### src/rtl/bsalu_pkg.sv
package bsalu_pkg;
    typedef struct packed {
        logic clr_a;
        logic flip_a;
        logic clr_b;
        logic flip_b;
        logic use_sum;
        logic flip_out;
    } bsalu_ctrl_t;
endpackage

### src/rtl/bsalu_opnd_cond.sv
module bsalu_opnd_cond #(
    parameter int WIDTH = 16
) (
    input  logic [WIDTH-1:0] raw,
    input  logic             clr,
    input  logic             flip,
    output logic [WIDTH-1:0] cond
);
    // clear first, then invert
    always_comb begin
        for (int i = 0; i < WIDTH; i++) begin
            cond[i] = (raw[i] & ~clr) ^ flip;
        end
    end
endmodule

### src/rtl/bsalu_slice.sv
module bsalu_slice (
    input  logic a,
    input  logic b,
    input  logic cin,
    input  logic use_sum,
    input  logic flip_out,
    output logic r,
    output logic cout
);
    logic gen;
    logic prop;
    logic pre;

    always_comb begin
        gen  = a & b;
        prop = a ^ b;
        cout = gen | (prop & cin);
        pre  = use_sum ? (prop ^ cin) : gen;   // AND term reuses generate
        r    = pre ^ flip_out;
    end
endmodule

### src/rtl/bsalu_flags.sv
module bsalu_flags #(
    parameter int WIDTH = 16
) (
    input  logic [WIDTH-1:0] value,
    output logic             zero,
    output logic             neg
);
    localparam int MSB = WIDTH - 1;

    always_comb begin
        zero = ~|value;
        neg  = value[MSB];
    end
endmodule

### src/rtl/bsalu_top.sv
module bsalu_top #(
    parameter int WIDTH = 16
) (
    input  logic [WIDTH-1:0] a_in,
    input  logic [WIDTH-1:0] b_in,
    input  logic             clr_a,
    input  logic             flip_a,
    input  logic             clr_b,
    input  logic             flip_b,
    input  logic             use_sum,
    input  logic             flip_out,
    output logic [WIDTH-1:0] res,
    output logic             cout,
    output logic             zero,
    output logic             neg
);
    import bsalu_pkg::*;

    bsalu_ctrl_t      ctl;
    logic [WIDTH-1:0] a_c;
    logic [WIDTH-1:0] b_c;
    logic [WIDTH:0]   carry;

    always_comb begin
        ctl.clr_a    = clr_a;
        ctl.flip_a   = flip_a;
        ctl.clr_b    = clr_b;
        ctl.flip_b   = flip_b;
        ctl.use_sum  = use_sum;
        ctl.flip_out = flip_out;
    end

    bsalu_opnd_cond #(.WIDTH(WIDTH)) u_cond_a (
        .raw(a_in), .clr(ctl.clr_a), .flip(ctl.flip_a), .cond(a_c)
    );
    bsalu_opnd_cond #(.WIDTH(WIDTH)) u_cond_b (
        .raw(b_in), .clr(ctl.clr_b), .flip(ctl.flip_b), .cond(b_c)
    );

    assign carry[0] = 1'b0;

    for (genvar i = 0; i < WIDTH; i++) begin : g_slice
        bsalu_slice u_slice (
            .a(a_c[i]), .b(b_c[i]), .cin(carry[i]),
            .use_sum(ctl.use_sum), .flip_out(ctl.flip_out),
            .r(res[i]), .cout(carry[i+1])
        );
    end

    assign cout = carry[WIDTH];

    bsalu_flags #(.WIDTH(WIDTH)) u_flags (
        .value(res), .zero(zero), .neg(neg)
    );
endmodule

### config.mk
export PLATFORM = sky130hd
export DESIGN_NAME = bsalu_top
export DESIGN_NICKNAME = d
export VERILOG_FILES = /design/src/rtl/bsalu_pkg.sv /design/src/rtl/bsalu_opnd_cond.sv /design/src/rtl/bsalu_slice.sv /design/src/rtl/bsalu_flags.sv /design/src/rtl/bsalu_top.sv
export SDC_FILE = /design/constraint.sdc
export NUM_CORES = 1
export LEC_CHECK = 0
export BUFFER_PORTS_ARGS = -buffer_cell sky130_fd_sc_hd__buf_2
export CAP_MARGIN = 25
export CORE_ASPECT_RATIO = 1.25
export CORE_MARGIN = 3
export CORE_UTILIZATION = 40
export DETAILED_ROUTE_END_ITERATION = 8
export PLACE_DENSITY = 0.73
export REMOVE_ABC_BUFFERS = 1
export SLEW_MARGIN = 25
export SYNTH_ARGS = -nofsm -noshare
export SYNTH_HDL_FRONTEND = slang
export SYNTH_HIERARCHICAL = 1
export SYNTH_SLANG_ARGS = --single-unit
### constraint.sdc
create_clock -name vclk -period 50.3
set_input_delay 15.09 -clock vclk [all_inputs]
set_output_delay 15.09 -clock vclk [all_outputs]
set_load 0.01 [all_outputs]
# Yosys cells after proc, flatten, opt, wreduce, memory -nomap -nowiden
# Cells that the tools add are included.
dict set report word_totals {
  word_cells 177
  inputBits 38
  ff_bits 0
  output_inout_bits 19
}
dict set report classes {
  n_reduce_logical 2
  n_mux 16
  bitwise 159
}
# cell count
set op_table {}
lappend op_table {{$xor 1x1->1} 79}
lappend op_table {{$and 1x1->1} 63}
lappend op_table {{$mux 1} 16}
lappend op_table {{$reduce_or 16->1} 1}
lappend op_table {{$or 1x1->1} 15}
lappend op_table {{$not 1->1} 2}
lappend op_table {{$logic_not 1->1} 1}

# Depth between registers and ports, before layout
dict set report depth {
  ltp_word 37
  depth_mapped 55
  depth_no_buf 54
}

# By module
# The synthesis kept the hierarchy.
# mod cells_per_inst area_per_inst_um2 seq_area_each_um2 n_inst
set by_module_without_submodules {}
lappend by_module_without_submodules {bsalu_slice 9 65.1 0.0 16}
lappend by_module_without_submodules {bsalu_opnd_cond 35 432.9 0.0 2}
lappend by_module_without_submodules {bsalu_flags 6 41.3 0.0 1}
lappend by_module_without_submodules {bsalu_top 1 3.8 0.0 1}

# Worst setup path before layout
# Ideal clock, no wire load.
dict set report synth_path {
  path_type {input port to output port}
  from {input flip_a}
  to {output zero}
  slack_ns 11.827
  n_path_buf 2
  stages 55
  required_time_ns 35.210
  t_arrival_ns 23.383
  cell_sequence {buf_6 buf_12 xnor2_2 inv_1 fa_1 inv_1 inv_1 fa_1 inv_1 inv_1 fa_1 inv_1 inv_1 fa_1 inv_1 inv_1 fa_1 inv_1 [19 not listed] fa_1 inv_1 inv_1 fa_1 inv_1 inv_1 fa_1 inv_1 inv_1 fa_1 inv_1 inv_1 fa_1 nand2_1 o21ai_1 xnor2_1 nor4_1 and4_1}
}
dict set report synth_between {
  elab_chain_len 35
  word_cells_on_any_way 125
  cone_classes {mux (16); bitwise (107); reduce/logical (2)}
}
# element line_no
set synth_rtl {}
lappend synth_rtl {{start, declared} bsalu_top.sv:7} ;# input logic flip_a,
lappend synth_rtl {{$xor 1x1->1} bsalu_opnd_cond.sv:12} ;# cond[i] = (raw[i] & ~clr) ^ flip;
lappend synth_rtl {{named net a_c[0]} bsalu_top.sv:20} ;# logic [WIDTH-1:0] a_c;
lappend synth_rtl {{$and 1x1->1} bsalu_slice.sv:15} ;# gen = a & b;
lappend synth_rtl {{named net carry[1]} bsalu_top.sv:22} ;# logic [WIDTH:0] carry;
lappend synth_rtl {{$and 1x1->1} bsalu_slice.sv:17} ;# cout = gen | (prop & cin);
lappend synth_rtl {{$or 1x1->1} bsalu_slice.sv:17}
lappend synth_rtl {{named net carry[2]} bsalu_top.sv:22}
lappend synth_rtl {{$and 1x1->1} bsalu_slice.sv:17}
lappend synth_rtl {{[1 not listed]} -}
lappend synth_rtl {{named net carry[3]} bsalu_top.sv:22}
lappend synth_rtl {{[2 not listed]} -}
lappend synth_rtl {{named net carry[4]} bsalu_top.sv:22}
lappend synth_rtl {{[2 not listed]} -}
lappend synth_rtl {{named net carry[5]} bsalu_top.sv:22}
lappend synth_rtl {{[2 not listed]} -}
lappend synth_rtl {{named net carry[6]} bsalu_top.sv:22}
lappend synth_rtl {{[2 not listed]} -}
lappend synth_rtl {{named net carry[7]} bsalu_top.sv:22}
lappend synth_rtl {{[2 not listed]} -}
lappend synth_rtl {{named net carry[8]} bsalu_top.sv:22}
lappend synth_rtl {{[2 not listed]} -}
lappend synth_rtl {{named net carry[9]} bsalu_top.sv:22}
lappend synth_rtl {{[2 not listed]} -}
lappend synth_rtl {{named net carry[10]} bsalu_top.sv:22}
lappend synth_rtl {{[2 not listed]} -}
lappend synth_rtl {{named net carry[11]} bsalu_top.sv:22}
lappend synth_rtl {{[2 not listed]} -}
lappend synth_rtl {{named net carry[12]} bsalu_top.sv:22}
lappend synth_rtl {{[2 not listed]} -}
lappend synth_rtl {{named net carry[13]} bsalu_top.sv:22}
lappend synth_rtl {{[2 not listed]} -}
lappend synth_rtl {{named net carry[14]} bsalu_top.sv:22}
lappend synth_rtl {{[1 not listed]} -}
lappend synth_rtl {{$or 1x1->1} bsalu_slice.sv:17}
lappend synth_rtl {{named net carry[15]} bsalu_top.sv:22}
lappend synth_rtl {{$xor 1x1->1} bsalu_slice.sv:18} ;# pre = use_sum ? (prop ^ cin) : gen;
lappend synth_rtl {{$mux 1} bsalu_slice.sv:18}
lappend synth_rtl {{$xor 1x1->1} bsalu_slice.sv:19} ;# r = pre ^ flip_out;
lappend synth_rtl {{named net res[15]} bsalu_top.sv:12} ;# output logic [WIDTH-1:0] res,
lappend synth_rtl {{$reduce_or 16->1} bsalu_flags.sv:11} ;# zero = ~|value;
lappend synth_rtl {{$logic_not 1->1} bsalu_flags.sv:11}
lappend synth_rtl {{end, declared} bsalu_top.sv:14} ;# output logic zero,
# The timed path passes the listed nets, and every way through them passes these cells.

# Final worst setup path
dict set report layout_path {
  from {input flip_a}
  to {output zero}
}
dict set report layout_between {
  elab_chain_len 35
  word_cells_on_any_way 125
  cone_classes {mux (16); bitwise (107); reduce/logical (2)}
}
# element line_no
set layout_rtl {}
lappend layout_rtl {{$xor 1x1->1} bsalu_opnd_cond.sv:12}
lappend layout_rtl {{named net a_c[0]} bsalu_top.sv:20}
lappend layout_rtl {{$and 1x1->1} bsalu_slice.sv:15}
lappend layout_rtl {{named net carry[1]} bsalu_top.sv:22}
lappend layout_rtl {{$and 1x1->1} bsalu_slice.sv:17}
lappend layout_rtl {{$or 1x1->1} bsalu_slice.sv:17}
lappend layout_rtl {{named net carry[2]} bsalu_top.sv:22}
lappend layout_rtl {{$and 1x1->1} bsalu_slice.sv:17}
lappend layout_rtl {{[1 not listed]} -}
lappend layout_rtl {{named net carry[3]} bsalu_top.sv:22}
lappend layout_rtl {{[2 not listed]} -}
lappend layout_rtl {{named net carry[4]} bsalu_top.sv:22}
lappend layout_rtl {{[2 not listed]} -}
lappend layout_rtl {{named net carry[5]} bsalu_top.sv:22}
lappend layout_rtl {{[2 not listed]} -}
lappend layout_rtl {{named net carry[6]} bsalu_top.sv:22}
lappend layout_rtl {{[2 not listed]} -}
lappend layout_rtl {{named net carry[7]} bsalu_top.sv:22}
lappend layout_rtl {{[2 not listed]} -}
lappend layout_rtl {{named net carry[8]} bsalu_top.sv:22}
lappend layout_rtl {{[2 not listed]} -}
lappend layout_rtl {{named net carry[9]} bsalu_top.sv:22}
lappend layout_rtl {{[2 not listed]} -}
lappend layout_rtl {{named net carry[10]} bsalu_top.sv:22}
lappend layout_rtl {{[2 not listed]} -}
lappend layout_rtl {{named net carry[11]} bsalu_top.sv:22}
lappend layout_rtl {{[2 not listed]} -}
lappend layout_rtl {{named net carry[12]} bsalu_top.sv:22}
lappend layout_rtl {{[2 not listed]} -}
lappend layout_rtl {{named net carry[13]} bsalu_top.sv:22}
lappend layout_rtl {{[2 not listed]} -}
lappend layout_rtl {{named net carry[14]} bsalu_top.sv:22}
lappend layout_rtl {{$and 1x1->1} bsalu_slice.sv:17}
lappend layout_rtl {{$or 1x1->1} bsalu_slice.sv:17}
lappend layout_rtl {{named net carry[15]} bsalu_top.sv:22}
lappend layout_rtl {{$xor 1x1->1} bsalu_slice.sv:18}
lappend layout_rtl {{$mux 1} bsalu_slice.sv:18}
lappend layout_rtl {{$xor 1x1->1} bsalu_slice.sv:19}
lappend layout_rtl {{$reduce_or 16->1} bsalu_flags.sv:11}
lappend layout_rtl {{$logic_not 1->1} bsalu_flags.sv:11}
# The timed path passes the listed nets, and every way through them passes these cells.

==> impl_metrics.tcl <==
set metrics [dict create \
    syn_inst 221 \
    pwr-share-comb_pct 100.0 \
    drc 0 \
    swShare_pct 53.9 \
    gp_congestion 0.759 \
    avgSynthCellArea_um2 8.83 \
    synthesis.area_mm2 0.00195 \
    synth_warnings 6 \
    start_util_pct 42.8 \
    cap_violations 0 \
    nFillCells 468 \
    tns_ps 0 \
    dr.first_iter.drc_count 18 \
    nFlopsAndLatches 0 \
    worst_slew_pin_slew_ps 703 \
    die_h_um 84.1 \
    antenna_found_initial 0 \
    io_buffers 57 \
    multi_input_area_mm2 0.00162 \
    register_area_um2 0 \
    grt_pass1_wl_um 5990 \
    start_kind "input pin" \
    layout-drive-gt1-share_pct 35.8 \
    antenna_cells 0 \
    vias_per_cell 4.25 \
    cts_setup_buffers 0 \
    num-clock-buffers 0 \
    crit_fanout 16 \
    grt_max_degree 33 \
    powerDensity_mw_per_mm2 14.4 \
    period_needed_ps 39300 \
    ant_nets 0 \
    relSlewSlack_pct 53.1 \
    crit_top_cell "inv_1" \
    holdBufCountCts 0 \
    p_clk_share_pct 0 \
    io_pins 57 \
    ys_seq_area_share_pct 0 \
    arrival_ps 24210 \
    yosysUniqueCellTypes 15 \
    finalSetupViolCount 0 \
    endpoint_kind "primary output" \
    drv_slew 0 \
    ys_top_cells_by_count "64 x inv_1, 28 x xnor2_1, 20 x nand2b_4, 20 x xnor2_2" \
    ctsResizeCount 0 \
    yosysMostFrequentCell "inv_1" \
    synthDominantCellAreaShare_pct 16.7 \
    seqPwrFrac_pct 0 \
    finalHoldViolations 0 \
    path_class "input pin to primary output" \
    p_int_w 0.0000147 \
    max_freq_mhz 25.4 \
    synth.area.top_cells "xnor2_2 17%, fa_1 16%, nand2b_4 14%" \
    rsz0062_at_grt "no" \
    grt_overflow 0 \
    core-area_mm2 0.00456 \
    crit_end "zero" \
    cp-startpoint "flip_a" \
    p_sw_w 0.0000172 \
    die_w_um 68.5 \
    die-area_mm2 0.00576 \
    dr.pass1.iters 4 \
    place_hpwl_um 2860 \
    num_vias 1397 \
    hold_class "input pin to primary output" \
    whs_ps 30770 \
    critPathMaxStageDelay_ps 530 \
    yosys.area.top_type "xnor2_2" \
    drt-wirelength-per-cell_um 10.5 \
    status "finished clean" \
    grt_pass1_vias 1425 \
    num_rows 27 \
    gr-usage-all-layers_pct 12.9 \
    worstPathRequired_ps 35210 \
    syn_to_final_growth_pct 13.6 \
    drt_wl_total_um 3460 \
    fin_crit_sh_pct 78.1 \
    vdd_drop_max_v 0.00000770 \
    leakagePower_nw 1.29 \
    nets 343 \
    slowest_stage "buf_2" \
]
-- kinds of logic after synthesis --
group / count (synthesis) / share of synthesized area [%]
compound gates: 16 / 4.10
other cells: 1 / 0.192
xor+xnor: 48 / 29.2
fa+ha+maj: 32 / 26.7
buf+inv: 71 / 17.1
simple gates: 53 / 22.8
-- metal layers --
metal / share of wire [%] / wire (um) / track usage [%] / up-vias
met5: 0 / 0 / 0 / -
met4: 0 / 0 / 0 / 0
met3: 6.1 / 210 / 0.674 / 0
met2: 54 / 1860 / 24.7 / 37
met1: 40 / 1390 / 16.2 / 636
li1: - / - / - / 724
-- area by class of cell --
type                       instances  area share (%)
timing repair buffer              57            12.9
tap                               58            3.27
multi-input combinational        150            73.0
inverter                          64            10.8
-- metrics by stage --
step	utilization, %	std cells	total power, W	area (um2)	setup WS, ps
global placement	48.6	329	0.0000316	2220	11100
floorplan	-	214	0.0000221	1860	11950
global route	48.6	329	0.0000366	2220	10470
CTS	48.6	329	0.0000328	2220	10920
detailed placement	48.6	329	0.0000326	2220	10940
finish	48.6	329	0.0000319	2220	11000
-- worst max-delay path: cells and delay by family --
family	cells	cell delay, ps
compound gates	1	80
xor+xnor	2	370
fa+ha+maj	16	5780
buf+inv	33	2250
simple gates	3	600
-- power by group through the flow --
stage	clock (W)	sequential, W	combinational [W]
after floorplan	0	0	0.0000221
after global placement	0	0	0.0000316
after detailed placement	0	0	0.0000326
after CTS	0	0	0.0000328
after global routing	0	0	0.0000366
final	0	0	0.0000319
-- worst min-delay path by stage --
stage | from | endpoint | cells after the start
floorplan | flip_out | res[2] | 1
global placement | flip_out | res[6] | 3
detailed placement | flip_out | res[7] | 3
CTS | flip_out | res[7] | 3
global route | flip_out | res[7] | 3
finish | flip_out | res[7] | 3
-- cells in the final DEF, fill, tap and decap left out, types with 4 or more instances in the layout --
cell type	netlist	routed
nor4_1	4	4
nand2b_4	20	20
buf_2	0	57
nand2_1	16	16
ha_1	16	16
nand2b_1	12	12
xnor2_1	28	28
xnor2_2	20	20
inv_1	64	64
o21ai_1	16	16
fa_1	16	16
No activity file was read; power rests on OpenSTA's default activity.
